--- src/rtl/agu_pkg.sv ---
package agu_pkg;
  typedef enum logic [1:0] {
    AM_NONE = 2'd0,
    AM_PRE  = 2'd1,
    AM_POST = 2'd2,
    AM_RSVD = 2'd3
  } agu_mode_e;
endpackage

--- src/rtl/agu_ea.sv ---
module agu_ea #(
  parameter int AW = 32,
  parameter int OFF_W = 12,
  parameter int SCALE_SH = 2
) (
  input  logic [AW-1:0]    base_i,
  input  logic [AW-1:0]    index_i,
  input  logic [OFF_W-1:0] offset_i,
  input  logic             or_en_i,
  output logic [AW-1:0]    ea_o,
  output logic             used_or_o
);
  localparam int LOW_W = OFF_W - 1;

  logic [AW-1:0] sum, off_ext;
  logic          low_clear;

  assign sum       = base_i + (index_i << SCALE_SH);
  assign off_ext   = {{(AW-OFF_W){offset_i[OFF_W-1]}}, offset_i};
  // a non-negative offset only reaches bits below its sign bit
  assign low_clear = (sum[LOW_W-1:0] == '0);
  assign used_or_o = or_en_i && !offset_i[OFF_W-1] && low_clear;
  assign ea_o      = used_or_o ? (sum | off_ext) : (sum + off_ext);
endmodule

--- src/rtl/agu_wb_arb.sv ---
module agu_wb_arb
  import agu_pkg::*;
#(
  parameter int AW = 32,
  parameter bit RESTRICT_LOAD_WB = 1'b1
) (
  input  logic [1:0]    mode_i,
  input  logic          is_store_i,
  input  logic [AW-1:0] base_i,
  input  logic [AW-1:0] ea_i,
  output logic [AW-1:0] addr_o,
  output logic          wb_en_o,
  output logic          illegal_o
);
  agu_mode_e mode;
  logic      upd, port_busy;

  assign mode      = agu_mode_e'(mode_i);
  assign upd       = (mode == AM_PRE) || (mode == AM_POST);
  // a load owns the single result port in the restricted build
  assign port_busy = RESTRICT_LOAD_WB && !is_store_i;

  always_comb begin
    addr_o    = ea_i;
    wb_en_o   = 1'b0;
    illegal_o = 1'b0;
    unique case (mode)
      AM_NONE: ;
      AM_PRE:  ;
      AM_POST: addr_o = base_i;
      AM_RSVD: illegal_o = 1'b1;
    endcase
    if (upd) begin
      wb_en_o   = !port_busy;
      illegal_o = port_busy;
    end
  end
endmodule

--- src/rtl/agu_out_reg.sv ---
module agu_out_reg #(
  parameter int AW = 32,
  parameter int RW = 5
) (
  input  logic          clk_i,
  input  logic          rst_ni,
  input  logic          valid_i,
  input  logic [AW-1:0] addr_i,
  input  logic          wb_en_i,
  input  logic [RW-1:0] wb_idx_i,
  input  logic [AW-1:0] wb_data_i,
  input  logic          illegal_i,
  input  logic          used_or_i,
  output logic          valid_o,
  output logic [AW-1:0] addr_o,
  output logic          wb_en_o,
  output logic [RW-1:0] wb_idx_o,
  output logic [AW-1:0] wb_data_o,
  output logic          illegal_o,
  output logic          used_or_o
);
  always_ff @(posedge clk_i or negedge rst_ni) begin
    if (!rst_ni) begin
      valid_o   <= 1'b0;
      addr_o    <= '0;
      wb_en_o   <= 1'b0;
      wb_idx_o  <= '0;
      wb_data_o <= '0;
      illegal_o <= 1'b0;
      used_or_o <= 1'b0;
    end else begin
      valid_o   <= valid_i;
      addr_o    <= valid_i ? addr_i : '0;
      wb_en_o   <= valid_i && wb_en_i;
      wb_idx_o  <= (valid_i && wb_en_i) ? wb_idx_i : '0;
      wb_data_o <= (valid_i && wb_en_i) ? wb_data_i : '0;
      illegal_o <= valid_i && illegal_i;
      used_or_o <= valid_i && used_or_i;
    end
  end
endmodule

--- src/rtl/agu_wb_top.sv ---
module agu_wb_top
  import agu_pkg::*;
#(
  parameter int AW = 32,
  parameter int OFF_W = 12,
  parameter int RW = 5,
  parameter int SCALE_SH = 2,
  parameter bit RESTRICT_LOAD_WB = 1'b1
) (
  input  logic             clk_i,
  input  logic             rst_ni,
  input  logic             req_valid_i,
  input  logic [1:0]       mode_i,
  input  logic             is_store_i,
  input  logic             or_en_i,
  input  logic [AW-1:0]    base_i,
  input  logic [AW-1:0]    index_i,
  input  logic [OFF_W-1:0] offset_i,
  input  logic [RW-1:0]    wb_reg_i,
  output logic             valid_o,
  output logic [AW-1:0]    addr_o,
  output logic             wb_en_o,
  output logic [RW-1:0]    wb_idx_o,
  output logic [AW-1:0]    wb_data_o,
  output logic             illegal_o,
  output logic             used_or_o
);
  logic [AW-1:0] ea, addr_c;
  logic          used_or_c, wb_en_c, illegal_c;

  agu_ea #(.AW(AW), .OFF_W(OFF_W), .SCALE_SH(SCALE_SH)) u_ea (
    .base_i   (base_i),
    .index_i  (index_i),
    .offset_i (offset_i),
    .or_en_i  (or_en_i),
    .ea_o     (ea),
    .used_or_o(used_or_c)
  );

  agu_wb_arb #(.AW(AW), .RESTRICT_LOAD_WB(RESTRICT_LOAD_WB)) u_arb (
    .mode_i    (mode_i),
    .is_store_i(is_store_i),
    .base_i    (base_i),
    .ea_i      (ea),
    .addr_o    (addr_c),
    .wb_en_o   (wb_en_c),
    .illegal_o (illegal_c)
  );

  agu_out_reg #(.AW(AW), .RW(RW)) u_oreg (
    .clk_i    (clk_i),
    .rst_ni   (rst_ni),
    .valid_i  (req_valid_i),
    .addr_i   (addr_c),
    .wb_en_i  (wb_en_c),
    .wb_idx_i (wb_reg_i),
    .wb_data_i(ea),
    .illegal_i(illegal_c),
    .used_or_i(used_or_c),
    .valid_o  (valid_o),
    .addr_o   (addr_o),
    .wb_en_o  (wb_en_o),
    .wb_idx_o (wb_idx_o),
    .wb_data_o(wb_data_o),
    .illegal_o(illegal_o),
    .used_or_o(used_or_o)
  );
endmodule

--- config.mk ---
export PLATFORM = sky130hd
export DESIGN_NAME = agu_wb_top
export DESIGN_NICKNAME = d
export VERILOG_FILES = /design/src/rtl/agu_pkg.sv /design/src/rtl/agu_ea.sv /design/src/rtl/agu_wb_arb.sv /design/src/rtl/agu_out_reg.sv /design/src/rtl/agu_wb_top.sv
export SDC_FILE = /design/constraint.sdc
export NUM_CORES = 1
export LEC_CHECK = 0
export BUFFER_PORTS_ARGS = -buffer_cell sky130_fd_sc_hd__buf_2
export CAP_MARGIN = 20
export CORE_ASPECT_RATIO = 1.4
export CORE_UTILIZATION = 40
export CTS_BUF_LIST = sky130_fd_sc_hd__clkbuf_2 sky130_fd_sc_hd__clkbuf_4 sky130_fd_sc_hd__clkbuf_8
export DETAILED_ROUTE_END_ITERATION = 7
export GPL_ROUTABILITY_DRIVEN = 1
export PLACE_DENSITY = 0.62
export SLEW_MARGIN = 30
export SYNTH_ARGS = -nofsm -noshare
export SYNTH_HDL_FRONTEND = slang
export SYNTH_HIERARCHICAL = 1
export SYNTH_SLANG_ARGS = --single-unit
--- constraint.sdc ---
create_clock -name clk_i -period 0.8 [get_ports clk_i]
set_clock_uncertainty 0.05 [all_clocks]
set_input_delay 0.12 -clock clk_i [delete_from_list [all_inputs] [get_ports clk_i]]
set_output_delay 0.12 -clock clk_i [all_outputs]
set_load 0.03 [all_outputs]
==> impl_metrics.ini, run 1 <==
[floorplanning]
pin_count = 161
design.core.area_um2 = 16900
start_util_pct = 41.4
rows = 56
die_h_um = 158
die_area_um2 = 18000
dieWidth_um = 114

[timing]
finalWorstSetupSlack_ns = -3.30
period_share_pct = 513
setup-tns-final_ns = -191.50
fmax_ghz = 0.244
setup_viol = 141
relSlewSlack_pct = 66.4
grt_setup_unrepaired = true
slew_violations = 0
final_hold_viol_count = 0
min_period_ns = 4.10
max_slew.worst_pin.slew_ns = 0.499

[synth]
synth-edff-count = 0
avgSynthCellArea_um2 = 9.04
synth-async-reset-ratio_pct = 100
synthCells = 773
synth_area_leaders = dfrtp_1, ha_1, mux2_4
synth_area_um2 = 6990
yosysTopAreaCell = dfrtp_1
synth_top_area_share_pct = 26.1
syn_nets = 961
ys_seq_area_share_pct = 26.1
synth.distinct_cells = 56
ys_seq_elements = 73
synth_ff_type = dfrtp_1
synth_warnings = 6

[drt]
wirelength_mm = 24.3
viasPerCell = 5.12
drtIter0Drc = 403
ant_nets = 0
vias = 7361
firstDrtPassIters = 4
drc = 0
wl_per_cell_um = 16.9

[setup_path]
critPathKind = in2reg
cp.arrival_ns = 4.31
startpoint = index_i[0]
cp-end-kind = flip-flop
worstSetupStartpointType = primary input
worst_ep_required_time_ns = 1.01
crit_end = u_oreg/addr_o[29]
worstPathMaxFanout = 2

[clock_tree]
clk_pin_slew_ns = 0.09
htreeDepth = 3
cts.sinks = 73
cts_buffer_depth = 2
cts_made_buffers = 9
cts_tree = built
root_buffer = clkbuf_8

[global_route]
grt_usage_pct = 26.0
grt_antenna_before_repair = 2
grt_overflow = 0
grt_pass1_wl_mm = 36.6
grt_pass1_vias = 7458
grt_max_degree = 53

[run]
cap_violations = 0

[placement]
portBuffers = 158
hpwlAfterDp_mm = 17.7
gp_congestion = 0.889

[outcome]
violations = setup timing
status = finished with violations

[pwr]
p_per_area_nw_per_um2 = 2070
leakagePower_nw = 6.30
ir_drop_v = 0.000898
finalPower_w = 0.0249

[layout]
drive_above_1_share_pct = 54.7
area_delta_synth_final_pct = 72.4
finalNetCount = 1386

[hold_path]
hp-class = in2async
==> logic make-up (layout without fill, tap and decap cells) <==
family          after synthesis  in the layout  share of synthesized area (%)
simple gates                213            213                           16.1
compound gates              195            195                           17.6
fa+ha+maj                   100            100                           18.1
buf+inv                      88            518                           6.05
flops                        73             73                           26.1
xor+xnor                     62             62                           7.77
mux                          42             42                           8.20
other cells                   0              2                              0
==> area by class of cell <==
type	count	area, um^2
clock buffer	10	138
antenna	2	5.00
inverter	52	203
tap	232	290
timing repair buffer	450	3670
fill	1220	4840
sequential	73	1830
clock inverter	6	90.1
multi-input combinational	612	5820
==> worst max-delay path, cell delays in order <==
cell,delay [ns]
buf_6,0.07
ha_4,0.13
inv_2,0.03
fa_2,0.33
nor2b_1,0.12
o21a_1,0.18
o21ai_2,0.07
a211oi_2,0.22
buf_4,0.18
o21ai_4,0.07
o31a_1,0.29
o21bai_2,0.23
xor2_2,0.20
inv_2,0.06
ha_4,0.21
a21o_1,0.17
a21o_1,0.17
a21oi_2,0.15
o21ai_2,0.08
a221o_1,0.31
a221oi_2,0.26
xnor2_1,0.09
nand2_1,0.08
o21ai_2,0.06
mux2_4,0.26
and2_4,0.13
==> state kept, by name (all words and copies together) (netlist names) <==
register	flops
u_oreg/illegal_o	1
u_oreg/wb_data_o	32
u_oreg/wb_idx_o	5
u_oreg/addr_o	32
u_oreg/wb_en_o	1
u_oreg/valid_o	1
u_oreg/used_or_o	1
==> worst min path at each step <==
| stage | startpoint | endpoint | slack, ns | depth (start not counted) |
|---|---|---|---|---|
| finish | rst_ni | u_oreg/wb_data_o[6] | 0.09 | 2 |
| floorplan | rst_ni | u_oreg/addr_o[0] | -0.23 | 0 |
| global placement | rst_ni | u_oreg/addr_o[10] | -0.08 | 1 |
| global route | req_valid_i | u_oreg/valid_o | 0.08 | 2 |
| CTS | req_valid_i | u_oreg/valid_o | 0.05 | 2 |
| detailed placement | rst_ni | u_oreg/addr_o[10] | -0.08 | 1 |
==> synth_stat cells, types with 2 or more instances <==
cell type   n
a311oi_1    3
o21bai_1    8
nand3_1    12
mux2i_1    10
nand2b_1    3
mux2_2      2
o21ai_0    24
o21a_1      7
nand3b_1    2
a21boi_0    2
and2_1     38
o31ai_1     5
clkbuf_1   15
xor2_1     31
or3_1       3
nand2_1    49
o21ai_1    23
buf_6       3
o31a_1      2
a211oi_1    5
buf_2       9
a21o_1     36
ha_1       98
nor4_1      2
nor2_1     31
a31oi_1    11
mux2_4     30
clkbuf_2    5
nor2b_1     7
a221o_1     2
xnor2_1    31
and4_1      2
a2111oi_0   2
dfrtp_1    73
nor3_1      3
and3_1     44
inv_1      52
a21oi_1    52
nand4_1    12
or4_1       2
fa_1        2
o211ai_1    4
buf_12      3
==> through the flow <==
stage	setup WS (ns)	utilization [%]	hold WS, ns	cell area, um^2	cells
floorplan	-3.49	-	-0.226	7270	773
global placement	-3.79	59.0	-0.0776	9960	1368
detailed placement	-3.88	59.0	-0.0817	9960	1368
CTS	-3.22	68.8	0.0526	11600	1425
global route	-3.45	71.3	0.0752	12000	1436
finish	-3.30	71.3	0.0865	12000	1437
==> cells in the final DEF, fill, tap and decap left out, types with 8 or more instances in the layout <==
cell        n
o21ai_4    12
buf_4     262
buf_2      79
a21oi_1    32
o21ai_2    19
and2_1     21
mux2_4     32
dfrtp_1    73
and3_1     40
nand2_2    10
a21o_1     36
ha_1       75
buf_6      92
inv_1      48
ha_4       20
clkbuf_8   10
o21ai_1    10
a21oi_2    18
nand2_1    38
and2_4     17
nor2_1     26
nand4_1    12
xnor2_1    25
nand3_1     8
xor2_1     30
==> power by group <==
part | internal [W] | switching [W]
clock network | 0.00185 | 0.00147
logic | 0.00901 | 0.00803
registers | 0.00426 | 0.000313
total | 0.0151 | 0.00981
==> what timing repair did <==
item	4_1_cts	5_1_grt
endpoints found under the hold margin	78	0
resized for setup	278	78
hold buffers	6	0
gates cloned	1	2
buffers inserted	35	10
pin swaps	80	35
setup endpoints to repair	138	143
==> per-layer routing <==
layer | wire length (um) | track usage (%)
met1 | 9570 | 29.5
met2 | 13100 | 49.6
met3 | 802 | 2.55
met4 | 836 | 9.71
met5 | 0 | 0
(Power assumes the default switching activity.)
==> run 2, diff against run 1 <==
- CORE_MARGIN: not set -> 2
- CORE_UTILIZATION: 40 -> 49
- PLACE_DENSITY: 0.62 -> 0.73
==> run 2 against run 1 <==
- the flow still finishes with violations (setup timing)
- first-iteration DRC count up 80%
- utilization up 13 points
- sequential share of layout area up 0.48 points
- count of clock-buffer cells in the layout down 1
- maximum frequency down 4.5%
- global-route usage up 6.7 points
- die area down 15%
- wire length up 26%
- combinational power up 4%
- clock power down 5%
- critical path depth unchanged
- hold slack better by 0.0047 ns
- critical endpoint is now u_oreg/addr_o[31]
- largest cell class unchanged
==> impl_metrics.ini, run 2 (same netlist as run 1, synthesis figures left out) <==
[setup_path]
critPathKind = in2reg
worstSetupStartpointType = primary input
cp-end-kind = flip-flop
cp.arrival_ns = 4.53
worstPathMaxFanout = 5
startpoint = index_i[0]
worst_ep_required_time_ns = 1.04

[timing]
slew_violations = 0
finalWorstSetupSlack_ns = -3.49
grt_setup_unrepaired = true
final_hold_viol_count = 0
max_slew.worst_pin.slew_ns = 0.477
period_share_pct = 537
fmax_ghz = 0.233
relSlewSlack_pct = 68.0
min_period_ns = 4.29
setup_viol = 138

[clock_tree]
cts_buffer_depth = 2
root_buffer = clkbuf_8
cts_made_buffers = 9
cts_tree = built
htreeDepth = 3
cts.sinks = 73
clk_pin_slew_ns = 0.09

[drt]
vias = 8192
wirelength_mm = 30.7
ant_nets = 0
wl_per_cell_um = 22.4
viasPerCell = 5.98
drc = 0
drtIter0Drc = 726
firstDrtPassIters = 5

[layout]
insertedDiodeCount = 0
fillers = 690
utilization_pct = 83.9
finalNetCount = 1369
regArea_um2 = 1830
layout_common_cells = buf_4, buf_2, ha_1
multi_input_area_um2 = 5790
drive_above_1_share_pct = 53.5
reg.largest.list = u_oreg/addr_o: 32 flops, u_oreg/wb_data_o: 32 flops, u_oreg/wb_idx_o: 5 flops
area_delta_synth_final_pct = 67.1
layout_commonest_cell = buf_4

[global_route]
grt_pass1_wl_mm = 39.7
grt_usage_pct = 32.7
grt_pass1_vias = 7984
grt_overflow = 0
grt_antenna_before_repair = 0
grt_max_degree = 45

[placement]
portBuffers = 158
hpwlAfterDp_mm = 17.7
pre_cts_ws_ns = -3.87
gp_congestion = 0.903

[pwr]
finalPower_w = 0.0254
leakagePower_nw = 6.26
ir_drop_v = 0.00119
p_per_area_nw_per_um2 = 2170

[outcome]
violations = setup timing
status = finished with violations

[floorplanning]
pin_count = 161
dieWidth_um = 105
design.core.area_um2 = 13900
die_h_um = 145
die_area_um2 = 15200
start_util_pct = 50.2
rows = 51

[run]
cap_violations = 0

[hold_path]
hp-class = in2async
[run 2: cell count changes in the layout (fill, tap and decap cells not counted), moves of 3 or more]
| cell | previous run | this run |
|---|---|---|
| and2_1 | 21 | 26 |
| and2_4 | 17 | 12 |
| buf_12 | 7 | 10 |
| buf_2 | 79 | 121 |
| buf_4 | 262 | 242 |
| buf_6 | 92 | 45 |
| bufbuf_16 | 0 | 4 |
| ha_1 | 75 | 81 |
| ha_4 | 20 | 15 |
| nand2_1 | 38 | 43 |
| nand2_2 | 10 | 4 |
| o21ai_2 | 19 | 22 |
| xor2_1 | 30 | 26 |
| xor2_2 | 1 | 5 |
[run 2: timing repair]
item / in CTS / in global routing
hold buffers: 6 / 0
gates resized for setup: 179 / 84
endpoints found under the setup margin: 139 / 143
setup buffers: 20 / 17
gates cloned: 6 / 0
pin swaps: 60 / 51
hold endpoints to repair: 78 / 0
[run 2: final cells by class]
| cell class | instances | share of cell area, % |
|---|---|---|
| Clock buffer | 9 | 1.06 |
| Tap cell | 185 | 1.98 |
| Inverter | 52 | 1.74 |
| Sequential cell | 73 | 15.6 |
| Multi-Input combinational cell | 612 | 49.6 |
| Timing Repair Buffer | 433 | 29.3 |
| Clock inverter | 7 | 0.718 |
[run 2: worst max path at each step]
stage                                    to  slack (ns)  cells after the start
after floorplan           u_oreg/addr_o[29]       -3.49                     25
after global placement    u_oreg/addr_o[29]       -3.80                     26
after detailed placement  u_oreg/addr_o[29]       -3.87                     26
after CTS                 u_oreg/addr_o[29]       -3.28                     26
after global routing      u_oreg/addr_o[31]       -3.60                     26
final                     u_oreg/addr_o[31]       -3.49                     26
[run 2: routing by layer]
layer	share of wire, %	up-vias	track usage (%)
met1	35	3905	35.7
met2	50	547	59.6
met3	6.9	196	3.68
met5	0	-	0
met4	7.8	0	19.8
li1	-	3544	-
[run 2: worst max-delay path, cell delays in order]
cell and delay (ns):
buf_6 0.08, ha_4 0.13, inv_2 0.03, fa_2 0.36, nor2b_2 0.15, o21a_1 0.17
o21ai_2 0.07, a211oi_2 0.21, buf_4 0.20, buf_6 0.11, o211ai_1 0.18, a31oi_2 0.22
o22a_1 0.18, xor2_1 0.18, inv_1 0.10, ha_4 0.24, buf_6 0.13, nand4_1 0.14
nor2b_1 0.08, o311a_1 0.36, a21oi_1 0.17, a21oi_1 0.12, xnor2_1 0.23, mux2i_1 0.14
mux2_4 0.29, and2_4 0.15
[run 2: per-stage QoR]
| step | cells | area [um^2] | hold slack, ns | TNS [ns] |
|---|---|---|---|---|
| floorplan | 773 | 7270 | -0.226 | -162.89 |
| global placement | 1310 | 9850 | -0.0454 | -201.36 |
| detailed placement | 1310 | 9850 | -0.0456 | -206.02 |
| CTS | 1357 | 11200 | 0.0621 | -194.04 |
| global route | 1371 | 11700 | 0.0778 | -214.83 |
| finish | 1371 | 11700 | 0.0912 | -208.61 |
[run 2: power by group]
| part | switching [W] | internal, W | total [W] |
|---|---|---|---|
| sequential | 0.000290 | 0.00425 | 0.00455 |
| combinational | 0.00916 | 0.00850 | 0.0177 |
| clock | 0.00167 | 0.00150 | 0.00317 |
| total | 0.0111 | 0.0143 | 0.0254 |
